[src/rtl/wallace_pkg.sv]
// wallace_pkg: elaboration-time helpers shared by the multiplier modules.
// Computes the height of every column in every reduction layer and the
// number of carry-save layers. Assumes the operand width N is at least 3
// and that 2N+1 columns fit in MAX_COLS.
package wallace_pkg;

    localparam int MAX_COLS = 80;

    // Number of partial product bits in column k of an N-by-N matrix.
    function automatic int pp_height(input int n, input int k);
        int rise;
        int fall;
        if (k < 0 || k > n + n - 2) return 0;
        rise = k + 1;
        fall = n + n - 1 - k;
        return (rise < fall) ? rise : fall;
    endfunction

    // Full adders taken by a column holding h bits.
    function automatic int fa_count(input int h);
        return h / 3;
    endfunction

    // Half adder taken by a column holding h bits (a leftover pair).
    function automatic int ha_count(input int h);
        return (h % 3 == 2) ? 1 : 0;
    endfunction

    // Bits that pass a layer untouched (a single leftover bit).
    function automatic int pass_count(input int h);
        return (h % 3 == 1) ? 1 : 0;
    endfunction

    // Height of column k at the input of the given layer (layer 0 is the
    // partial product matrix). The top column is a guard with no adders.
    function automatic int col_height(input int n, input int layer, input int k);
        int cur [MAX_COLS];
        int nxt [MAX_COLS];
        int cols;
        int own;
        int cin;
        cols = n + n + 1;
        for (int c = 0; c < MAX_COLS; c++) begin
            cur[c] = (c < cols) ? pp_height(n, c) : 0;
            nxt[c] = 0;
        end
        for (int l = 0; l < layer; l++) begin
            for (int c = 0; c < cols; c++) begin
                if (c == cols - 1) own = cur[c];
                else own = fa_count(cur[c]) + ha_count(cur[c]) + pass_count(cur[c]);
                if (c == 0) cin = 0;
                else cin = fa_count(cur[c - 1]) + ha_count(cur[c - 1]);
                nxt[c] = own + cin;
            end
            for (int c = 0; c < cols; c++) cur[c] = nxt[c];
        end
        return cur[k];
    endfunction

    // Number of carry-save layers needed until every column holds <= 2 bits.
    function automatic int num_layers(input int n);
        int tallest;
        for (int l = 0; l < 64; l++) begin
            tallest = 0;
            for (int k = 0; k < n + n + 1; k++) begin
                if (col_height(n, l, k) > tallest) tallest = col_height(n, l, k);
            end
            if (tallest <= 2) return l;
        end
        return 64;
    endfunction

endpackage

[src/rtl/wt_half_add.sv]
// wt_half_add: one-bit half adder cell. Adds two bits of equal weight,
// giving a sum of that weight and a carry of double weight.
module wt_half_add (
    input  logic x,
    input  logic y,
    output logic s,
    output logic c
);
    // Sum and carry of two equal-weight bits.
    assign s = x ^ y;
    assign c = x & y;
endmodule

[src/rtl/wt_full_add.sv]
// wt_full_add: one-bit full adder cell. Adds three bits of equal weight,
// giving a sum of that weight and a carry of double weight.
module wt_full_add (
    input  logic x,
    input  logic y,
    input  logic z,
    output logic s,
    output logic c
);
    // Sum is the parity and carry is the majority of the three inputs.
    assign s = x ^ y ^ z;
    assign c = (x & y) | (x & z) | (y & z);
endmodule

[src/rtl/wt_pp_gen.sv]
// wt_pp_gen: builds the partial product matrix. Column k collects every
// AND term a[j] & b[i] with i + j = k, packed from row 0 upward; unused
// slots and the two top columns are zero. Assumes N >= 3.
module wt_pp_gen #(
    parameter int N = 8
) (
    input  logic [N-1:0]          op_a,
    input  logic [N-1:0]          op_b,
    output logic [N+N:0][N-1:0]   mat
);
    import wallace_pkg::*;

    localparam int COLS = N + N + 1;
    localparam int SW   = N + N + 4;

    for (genvar k = 0; k < COLS; k++) begin : g_col
        localparam int H  = pp_height(N, k);
        localparam int LO = (k > N - 1) ? k - N + 1 : 0;
        for (genvar t = 0; t < N; t++) begin : g_bit
            if (t < H) begin : g_and
                // AND term whose b index is LO+t and a index is k-LO-t.
                assign mat[k][t] = op_a[k - LO - t] & op_b[LO + t];
            end else begin : g_zero
                // Empty slot above the column height.
                assign mat[k][t] = 1'b0;
            end
        end
    end

    logic [SW-1:0] mat_value;
    logic [SW-1:0] shift_add_ref;

    // Matrix value against a shift-and-add reference of the operands.
    always_comb begin
        mat_value     = '0;
        shift_add_ref = '0;
        for (int k = 0; k < COLS; k++) begin
            for (int j = 0; j < N; j++) begin
                mat_value = mat_value + (SW'(mat[k][j]) << k);
            end
        end
        for (int i = 0; i < N; i++) begin
            if (op_b[i]) shift_add_ref = shift_add_ref + (SW'(op_a) << i);
        end
        assert_pp_value_R2: assert (mat_value == shift_add_ref)
            else $error("partial product matrix value %0d, expected %0d", mat_value, shift_add_ref);
    end
endmodule

[src/rtl/wt_csa_layer.sv]
// wt_csa_layer: one carry-save reduction layer. In each column, triples go
// to full adders and a leftover pair to a half adder. A single leftover bit
// passes through. Output column order: sums, passed bit, then carries from
// the column below. The top (guard) column has no adders. Column heights
// come from wallace_pkg for the given LAYER index.
module wt_csa_layer #(
    parameter int N     = 8,
    parameter int LAYER = 0
) (
    input  logic [N+N:0][N-1:0] mat_in,
    output logic [N+N:0][N-1:0] mat_out
);
    import wallace_pkg::*;

    localparam int COLS = N + N + 1;
    localparam int SW   = N + N + 4;

    for (genvar k = 0; k < COLS; k++) begin : g_col
        localparam int H     = col_height(N, LAYER, k);
        localparam int NFA   = (k < COLS - 1) ? fa_count(H) : 0;
        localparam int NHA   = (k < COLS - 1) ? ha_count(H) : 0;
        localparam int NADD  = NFA + NHA;
        localparam int USED  = NFA + NFA + NFA + NHA + NHA;
        localparam int NPASS = H - USED;
        localparam int HPREV = col_height(N, LAYER, (k > 0) ? k - 1 : 0);
        localparam int CIN   = (k > 0) ? fa_count(HPREV) + ha_count(HPREV) : 0;

        if (NADD > 0) begin : g_add
            logic [NADD-1:0] s_loc;
            logic [NADD-1:0] c_loc;
            for (genvar f = 0; f < NFA; f++) begin : g_fa
                wt_full_add u_fa (
                    .x (mat_in[k][f + f + f]),
                    .y (mat_in[k][f + f + f + 1]),
                    .z (mat_in[k][f + f + f + 2]),
                    .s (s_loc[f]),
                    .c (c_loc[f])
                );
            end
            if (NHA > 0) begin : g_ha
                wt_half_add u_ha (
                    .x (mat_in[k][USED - 2]),
                    .y (mat_in[k][USED - 1]),
                    .s (s_loc[NFA]),
                    .c (c_loc[NFA])
                );
            end
        end

        for (genvar j = 0; j < N; j++) begin : g_out
            if (j < NADD) begin : g_sum
                // Sum bits stay in this column.
                assign mat_out[k][j] = g_add.s_loc[j];
            end else if (j < NADD + NPASS) begin : g_pass
                // Leftover bit moves on unchanged.
                assign mat_out[k][j] = mat_in[k][USED + j - NADD];
            end else if (j < NADD + NPASS + CIN) begin : g_carry
                // Carries arrive from the column below.
                assign mat_out[k][j] = g_col[k-1].g_add.c_loc[j - NADD - NPASS];
            end else begin : g_zero
                // Empty slot above the new column height.
                assign mat_out[k][j] = 1'b0;
            end
        end
    end

    logic [SW-1:0] value_in;
    logic [SW-1:0] value_out;

    // The weighted sum of the matrix is preserved across the layer.
    always_comb begin
        value_in  = '0;
        value_out = '0;
        for (int k = 0; k < COLS; k++) begin
            for (int j = 0; j < N; j++) begin
                value_in  = value_in  + (SW'(mat_in[k][j])  << k);
                value_out = value_out + (SW'(mat_out[k][j]) << k);
            end
        end
        assert_layer_value_R3: assert (value_in == value_out)
            else $error("layer %0d changed matrix value %0d -> %0d", LAYER, value_in, value_out);
    end
endmodule

[src/rtl/wt_final_add.sv]
// wt_final_add: carry-propagate stage. Adds the two remaining rows of the
// reduced matrix with a ripple of full adder cells over all columns,
// including the guard column. Assumes rows 2 and up are already empty.
module wt_final_add #(
    parameter int N = 8
) (
    input  logic [N+N:0][N-1:0] mat,
    output logic [N+N-1:0]      prod
);
    localparam int COLS = N + N + 1;

    logic [COLS:0]   carry;
    logic [COLS-1:0] total;

    // The chain starts without a carry.
    assign carry[0] = 1'b0;

    for (genvar k = 0; k < COLS; k++) begin : g_rip
        wt_full_add u_fa (
            .x (mat[k][0]),
            .y (mat[k][1]),
            .z (carry[k]),
            .s (total[k]),
            .c (carry[k+1])
        );
    end

    // Product is the sum without the guard column.
    assign prod = total[N+N-1:0];

    logic extra_rows;

    // Nothing beyond two rows arrives, and nothing leaves the product width.
    always_comb begin
        extra_rows = 1'b0;
        for (int k = 0; k < COLS; k++) begin
            for (int j = 2; j < N; j++) extra_rows = extra_rows | mat[k][j];
        end
        assert_two_rows_R5: assert (!extra_rows)
            else $error("final stage received more than two rows");
        assert_no_overflow_R6: assert (!total[COLS-1] && !carry[COLS])
            else $error("carry escaped product width");
    end
endmodule

[src/rtl/wallace_mul.sv]
// wallace_mul: combinational N-by-N unsigned multiplier. Partial products
// are reduced by NUM_LAYERS carry-save layers to two rows, then summed by
// a ripple stage. No clock or reset; the output settles after the inputs.
// Assumes N >= 3.
module wallace_mul #(
    parameter int N = 8
) (
    input  logic [N-1:0]   op_a,
    input  logic [N-1:0]   op_b,
    output logic [N+N-1:0] product
);
    import wallace_pkg::*;

    localparam int COLS       = N + N + 1;
    localparam int NUM_LAYERS = num_layers(N);

    logic [COLS-1:0][N-1:0] stage_mat [NUM_LAYERS+1];

    wt_pp_gen #(.N(N)) u_pp (
        .op_a (op_a),
        .op_b (op_b),
        .mat  (stage_mat[0])
    );

    for (genvar l = 0; l < NUM_LAYERS; l++) begin : g_layer
        wt_csa_layer #(.N(N), .LAYER(l)) u_layer (
            .mat_in  (stage_mat[l]),
            .mat_out (stage_mat[l+1])
        );
    end

    wt_final_add #(.N(N)) u_final (
        .mat  (stage_mat[NUM_LAYERS]),
        .prod (product)
    );

    // Zero and unit operands give the known products.
    always_comb begin
        assert_zero_operand_R7: assert (!((op_a == '0) || (op_b == '0)) || (product == '0))
            else $error("zero operand gave product %0d", product);
        assert_unit_operand_R8: assert ((op_b != N'(1)) || (product == {{N{1'b0}}, op_a}))
            else $error("unit multiplier gave product %0d for %0d", product, op_a);
    end
endmodule

[config.mk]
export PLATFORM = sky130hd
export DESIGN_NAME = wallace_mul
export DESIGN_NICKNAME = d
export VERILOG_FILES = /design/src/rtl/wallace_pkg.sv /design/src/rtl/wt_half_add.sv /design/src/rtl/wt_full_add.sv /design/src/rtl/wt_pp_gen.sv /design/src/rtl/wt_csa_layer.sv /design/src/rtl/wt_final_add.sv /design/src/rtl/wallace_mul.sv
export SDC_FILE = /design/constraint.sdc
export NUM_CORES = 1
export LEC_CHECK = 0
export BUFFER_PORTS_ARGS = -buffer_cell sky130_fd_sc_hd__buf_4
export CORE_UTILIZATION = 45
export DETAILED_ROUTE_END_ITERATION = 10
export GPL_ROUTABILITY_DRIVEN = 0
export PLACE_DENSITY = 0.67
export SLEW_MARGIN = 20
export SYNTH_ARGS = -nofsm -noshare
export SYNTH_HDL_FRONTEND = slang
export SYNTH_SLANG_ARGS = --single-unit
[constraint.sdc]
create_clock -name vclk -period 12.94
set_input_delay 3.882 -clock vclk [all_inputs]
set_output_delay 3.882 -clock vclk [all_outputs]
set_load 0.05 [all_outputs]
Word level (Yosys, flattened, before mapping). Index checks and enable logic that the tools add are counted.

Bitwise operators: 432.

Operators with widths (count): 1-bit bitwise AND (224); 1-bit bitwise XOR (118); 1-bit OR (90).

Output and inout bits: 16. Input bits: 16. Logic and storage cells: 432. Bits in registers: 0.

Logic depth before layout (Yosys ltp).
Depth after elaboration: 39. Gate-level depth with buffers: 23. Gate-level depth less buffers: 22.

Modules after synthesis. Synthesis repeated with hierarchy kept, for this count alone.

Cell total of the unflattened synthesis: 721. Area, all modules: 6085.8 µm².

Modules (own cells, without submodules): wt_csa_layer at g_layer[2].u_layer ... (cells an instance 137, seq. area each 0.0 µm², area each 1024.7 µm², times used 2); wt_full_add (cells an instance 1, seq. area each 0.0 µm², area each 20.0 µm², times used 52); wt_pp_gen (cells an instance 137, seq. area each 0.0 µm², area each 944.7 µm², times used 1); wt_csa_layer at g_layer[1].u_layer (cells an instance 125, seq. area each 0.0 µm², area each 934.6 µm², times used 1); wt_csa_layer at g_layer[0].u_layer (cells an instance 107, seq. area each 0.0 µm², area each 799.5 µm², times used 1); wt_half_add (cells an instance 1, seq. area each 0.0 µm², area each 12.5 µm², times used 25); wt_final_add (cells an instance 1, seq. area each 0.0 µm², area each 3.8 µm², times used 1).

Least setup slack after synthesis. Ideal clock, no wire load.

Path type: input port to output port. From: in op_b[0]. To: out product[15]. Setup slack: -0.222 ns. Path buffers: 1. Data arrival time: 9.280 ns. Data required time: 9.058 ns. Cell stages on the path: 23. Cell sequence: nand2_1 > fa_1 > inv_1 > fa_1 > inv_1 > fa_1 > inv_1 > ha_1 > ha_1 > inv_1 > fa_1 > fa_1 > inv_1 > fa_1 > fa_1 > fa_1 > inv_1 > fa_1 > fa_1 > fa_1 > fa_1 > xnor3_1 > buf_4.

Longest elaborated chain between the ends: 39. Elaborated cells between the ends (all ways): 188. Classes of those cells: bitwise (188).

RTL lines: from (decl) (line wallace_mul.sv:9) `input logic [N-1:0] op_b,`; 1-bit bitwise AND (line wt_pp_gen.sv:22) `assign mat[k][t] = op_a[k - LO - t] & op_b[LO + t];`; 1-bit bitwise AND (line wt_full_add.sv:12) `assign c = (x & y) | (x & z) | (y & z);`; 1-bit OR (2 in a row) (line wt_full_add.sv:12); 1-bit bitwise AND (line wt_full_add.sv:12); 1-bit OR (2 in a row) (line wt_full_add.sv:12); 1-bit bitwise AND (line wt_full_add.sv:12); 1-bit OR (2 in a row) (line wt_full_add.sv:12); 1-bit bitwise XOR (line wt_half_add.sv:10) `assign s = x ^ y;`; (+20 left out); 1-bit OR * (line wt_full_add.sv:12); 1-bit bitwise AND (line wt_full_add.sv:12); 1-bit OR (line wt_full_add.sv:12); 1-bit OR * (line wt_full_add.sv:12); 1-bit bitwise AND (line wt_full_add.sv:12); 1-bit OR (line wt_full_add.sv:12); 1-bit OR * (line wt_full_add.sv:12); 1-bit bitwise XOR * (line wt_full_add.sv:11) `assign s = x ^ y ^ z;`; to (decl) (line wallace_mul.sv:10) `output logic [N+N-1:0] product`.

Every way passes the cells marked *; elsewhere a longest branch is shown, timed or not.

Worst setup path in the final report.
From: in op_b[5]. To: out product[15].

Longest elaborated chain between the ends: 36. Elaborated cells between the ends (all ways): 247. Classes of those cells: bitwise (247).

RTL lines (line): 1-bit bitwise AND (wt_pp_gen.sv:22); 1-bit bitwise AND / 1-bit bitwise XOR (equally long branches) (wt_full_add.sv:12, wt_full_add.sv:11); 1-bit OR / 1-bit bitwise XOR (equally long branches) (2 in a row) (wt_full_add.sv:12, wt_full_add.sv:11); 1-bit bitwise XOR, or another cell as far along (wt_half_add.sv:10); 1-bit bitwise XOR / 1-bit OR (equally long branches) (wt_full_add.sv:11, wt_full_add.sv:12); 1-bit bitwise XOR, or another cell as far along (wt_full_add.sv:11); 1-bit bitwise XOR / 1-bit bitwise AND (equally long branches) (wt_half_add.sv:10, wt_full_add.sv:12); 1-bit bitwise AND (wt_full_add.sv:12); (+15 left out); 1-bit OR (2 in a row) (wt_full_add.sv:12); 1-bit bitwise AND (wt_full_add.sv:12); 1-bit OR (2 in a row) (wt_full_add.sv:12); 1-bit bitwise AND (wt_full_add.sv:12); 1-bit OR (2 in a row) (wt_full_add.sv:12); 1-bit bitwise AND (wt_full_add.sv:12); 1-bit OR (2 in a row) (wt_full_add.sv:12); 1-bit bitwise XOR * (wt_full_add.sv:11).

Marked as above.

==> qor_table.md <==
| Stage | Metric | Value |
|---|---|---|
| timing | Setup TNS after final layout | -0.559 ns |
| timing | Final Critical Period | 13.23 ns |
| route | Vias per std cell | 4.49 |
| cts | Post-CTS Hold Buffers | 0 |
| critical path | Required @ worst endpoint | 9.06 ns |
| finish | Number of clock buffer instances in the layout | 0 |
| global route | Global-route usage over all layers | 0.162 |
| critical path | Type of element capturing the critical path | primary output |
| timing | Pins over their slew limit | 0 |
| timing | Final hold violation count | 0 |
| job | # Max-Cap Violations | 0 |
| hold path | Instance count along the most critical hold path | 4 |
| critical path | Critical path class | input port to primary output |
| global route | Largest net degree at the start of global routing | 9 |
| floorplan | Io pins | 32 |
| synthesis | Sequential fraction of the synthesis area | 0 |
| timing | Number of endpoints failing setup at the final stage | 2 |
| floorplan | Row count | 23 |
| route | Routed len/inst | 11.5 um |
| route | Remaining DRCs | 0 |
| finish | Total area of sequential cells | 0 sq um |
| route | DRC marker count from the first detailed-route iteration | 28 |
| synthesis | Per-instance average area after synthesis | 9.18 sq um |
| placed design | Total cell area at the placement stage | 0.00232 sq mm |
| route | Pre-Repair DR Iteration Count | 4 |
| placed design | HPWL Detailed | 3200 um |
| global route | Via count of the first global-routing pass | 1331 |
| global route | Initial antenna violation count | 0 |
| finish | Growth of design area from synthesis to finish | 23.1% |
| floorplan | Total die area | 0.00459 sq mm |
| finish | Layout cells sized above 1 | 0.296 |
| status | Run status | finished, violations left |
| route | Total detailed-routing wirelength | 3410 um |
| cts | Post-CTS Setup Repair Bufs | 0 |
| timing | Slew margin rel. | 0.900 |
| timing | Final worst path period share | 1.02 |
| finish | Total number of nets in the final design | 334 |
| power and ir drop | Pleak | 1.31 nW |
| finish | Number of fillers in the final layout | 374 |
| finish | Antenna diode instance count | 0 |
| placed design | Count of input and output buffers | 32 |
| critical path | Largest driver fanout on the critical path | 2 |
| finish | Post-route standard cell area excluding fillers | 0.00240 sq mm |
| floorplan | Initial Util | 0.476 |
| route | Antenna viol nets, final | 0 |
| synthesis | Cells after synthesis | 212 |
| power and ir drop | P per Cell Area | 164 mW/mm^2 |
| timing | RSZ-0062 raised after global routing | true |
| synthesis | Yosys cell types | 7 |
| global route | Aggregate global routing overflow | 0 |
| global route | Wire length of the first global-routing pass | 5630 um |
| power and ir drop | Maximum vdd ir drop | 0.145 mV |
| synthesis | Area of the mapped netlist | 0.00195 sq mm |
| critical path | Data arrival time of the critical path | 9.35 ns |
| synthesis | Synth Net Count | 297 |
| finish | Post-layout utilization of the core | 0.586 |
| hold path | Worst min-delay path category | input port to primary output |
| placed design | Pre-CTS setup slack | -0.411 ns |
| timing | Transition time of the tightest slew-check pin | 0.151 ns |
| floorplan | Horizontal die dimension | 67.8 um |
| route | Via count | 1334 |
| floorplan | Core Region | 0.00409 sq mm |
| critical path | Critical path startpoint category | input port |
| synthesis | Syn. warnings | 0 |
| timing | Worst Setup Slack, final | -0.293 ns |
| status | Violations in the final reports | setup timing |
| floorplan | Chip height | 67.8 um |
| finish | Sequential cell count | 0 |
| timing | FMAX | 75.6 MHz |
-- layout make-up --
cell class	instances	area [sq um]	area share
Inverter	62	233	0.0971
Multi-Input combinational cell	134	1640	0.683
Tap cell	50	62.6	0.0261
Timing Repair Buffer	51	464	0.194
-- power breakdown --
part	total, W	switching (W)	internal (W)
registers	0	0	0
clock network	0	0	0
logic	0.000394	0.000259	0.000135
-- cells in the mapped netlist --
| cell type | instances | area, sq um |
|---|---|---|
| nand2_1 | 15 | 56.3 |
| fa_1 | 46 | 921 |
| and2_1 | 49 | 307 |
| inv_1 | 62 | 233 |
| xnor3_1 | 1 | 22.5 |
| ha_1 | 23 | 288 |
| buf_4 | 16 | 120 |
-- per-stage QoR --
| stage | power [W] | instances | hold slack [ns] |
|---|---|---|---|
| after CTS | 0.000399 | 297 | 8.31 |
| after global placement | 0.000386 | 297 | 8.30 |
| final | 0.000394 | 297 | 8.28 |
| after global routing | 0.000435 | 297 | 8.31 |
| after floorplan | 0.000344 | 212 | 8.04 |
| after detailed placement | 0.000389 | 297 | 8.30 |
-- cell usage in the layout (no fill, tap or decap) --
| cell | instances |
|---|---|
| and2_1 | 46 |
| ha_2 | 1 |
| xnor3_1 | 1 |
| inv_2 | 7 |
| buf_6 | 7 |
| inv_1 | 55 |
| nand2_2 | 1 |
| buf_8 | 4 |
| fa_1 | 37 |
| and2_4 | 3 |
| ha_1 | 22 |
| nand2_1 | 13 |
| buf_12 | 2 |
| nand2_4 | 1 |
| buf_4 | 38 |
| fa_2 | 9 |
-- cells by family after synthesis --
family                     count (synthesis)  share of synthesized area
xor gates and xnor gates                   1                     0.0116
and+or+nand+nor                           64                      0.186
adders and majority gates                 69                      0.621
buffers and inverters                     78                      0.181
-- worst max-delay path: stages --
cell and delay (ns):
buf_8 0.10, and2_4 0.15, fa_1 0.49, fa_1 0.53, inv_2 0.04, fa_1 0.52
inv_1 0.04, ha_1 0.27, ha_2 0.16, inv_2 0.03, fa_2 0.33, fa_2 0.34
inv_2 0.06, fa_2 0.18, fa_2 0.20, fa_2 0.19, inv_2 0.04, fa_2 0.33
fa_2 0.35, fa_2 0.35, fa_2 0.37, xnor3_1 0.22, buf_6 0.16
-- routing by layer --
| layer | vias up | part of all wire | GRT usage |
|---|---|---|---|
| met5 | - | 0 | 0 |
| met4 | 0 | 0 | 0 |
| met3 | 0 | 0.026 | 0.00338 |
| met2 | 22 | 0.54 | 0.308 |
| met1 | 658 | 0.43 | 0.216 |
| li1 | 654 | - | - |
-- final timing paths --
path,start,endpoint,slack [ns]
setup / recovery,op_b[5],product[15],-0.29
hold / removal,op_b[0],product[0],8.28
-- repair_timing --
item,in CTS,in global routing
endpoints found under the setup margin,3,3
pin swaps,5,1
resized for setup,21,8
No activity file was read; power rests on OpenSTA's default activity.
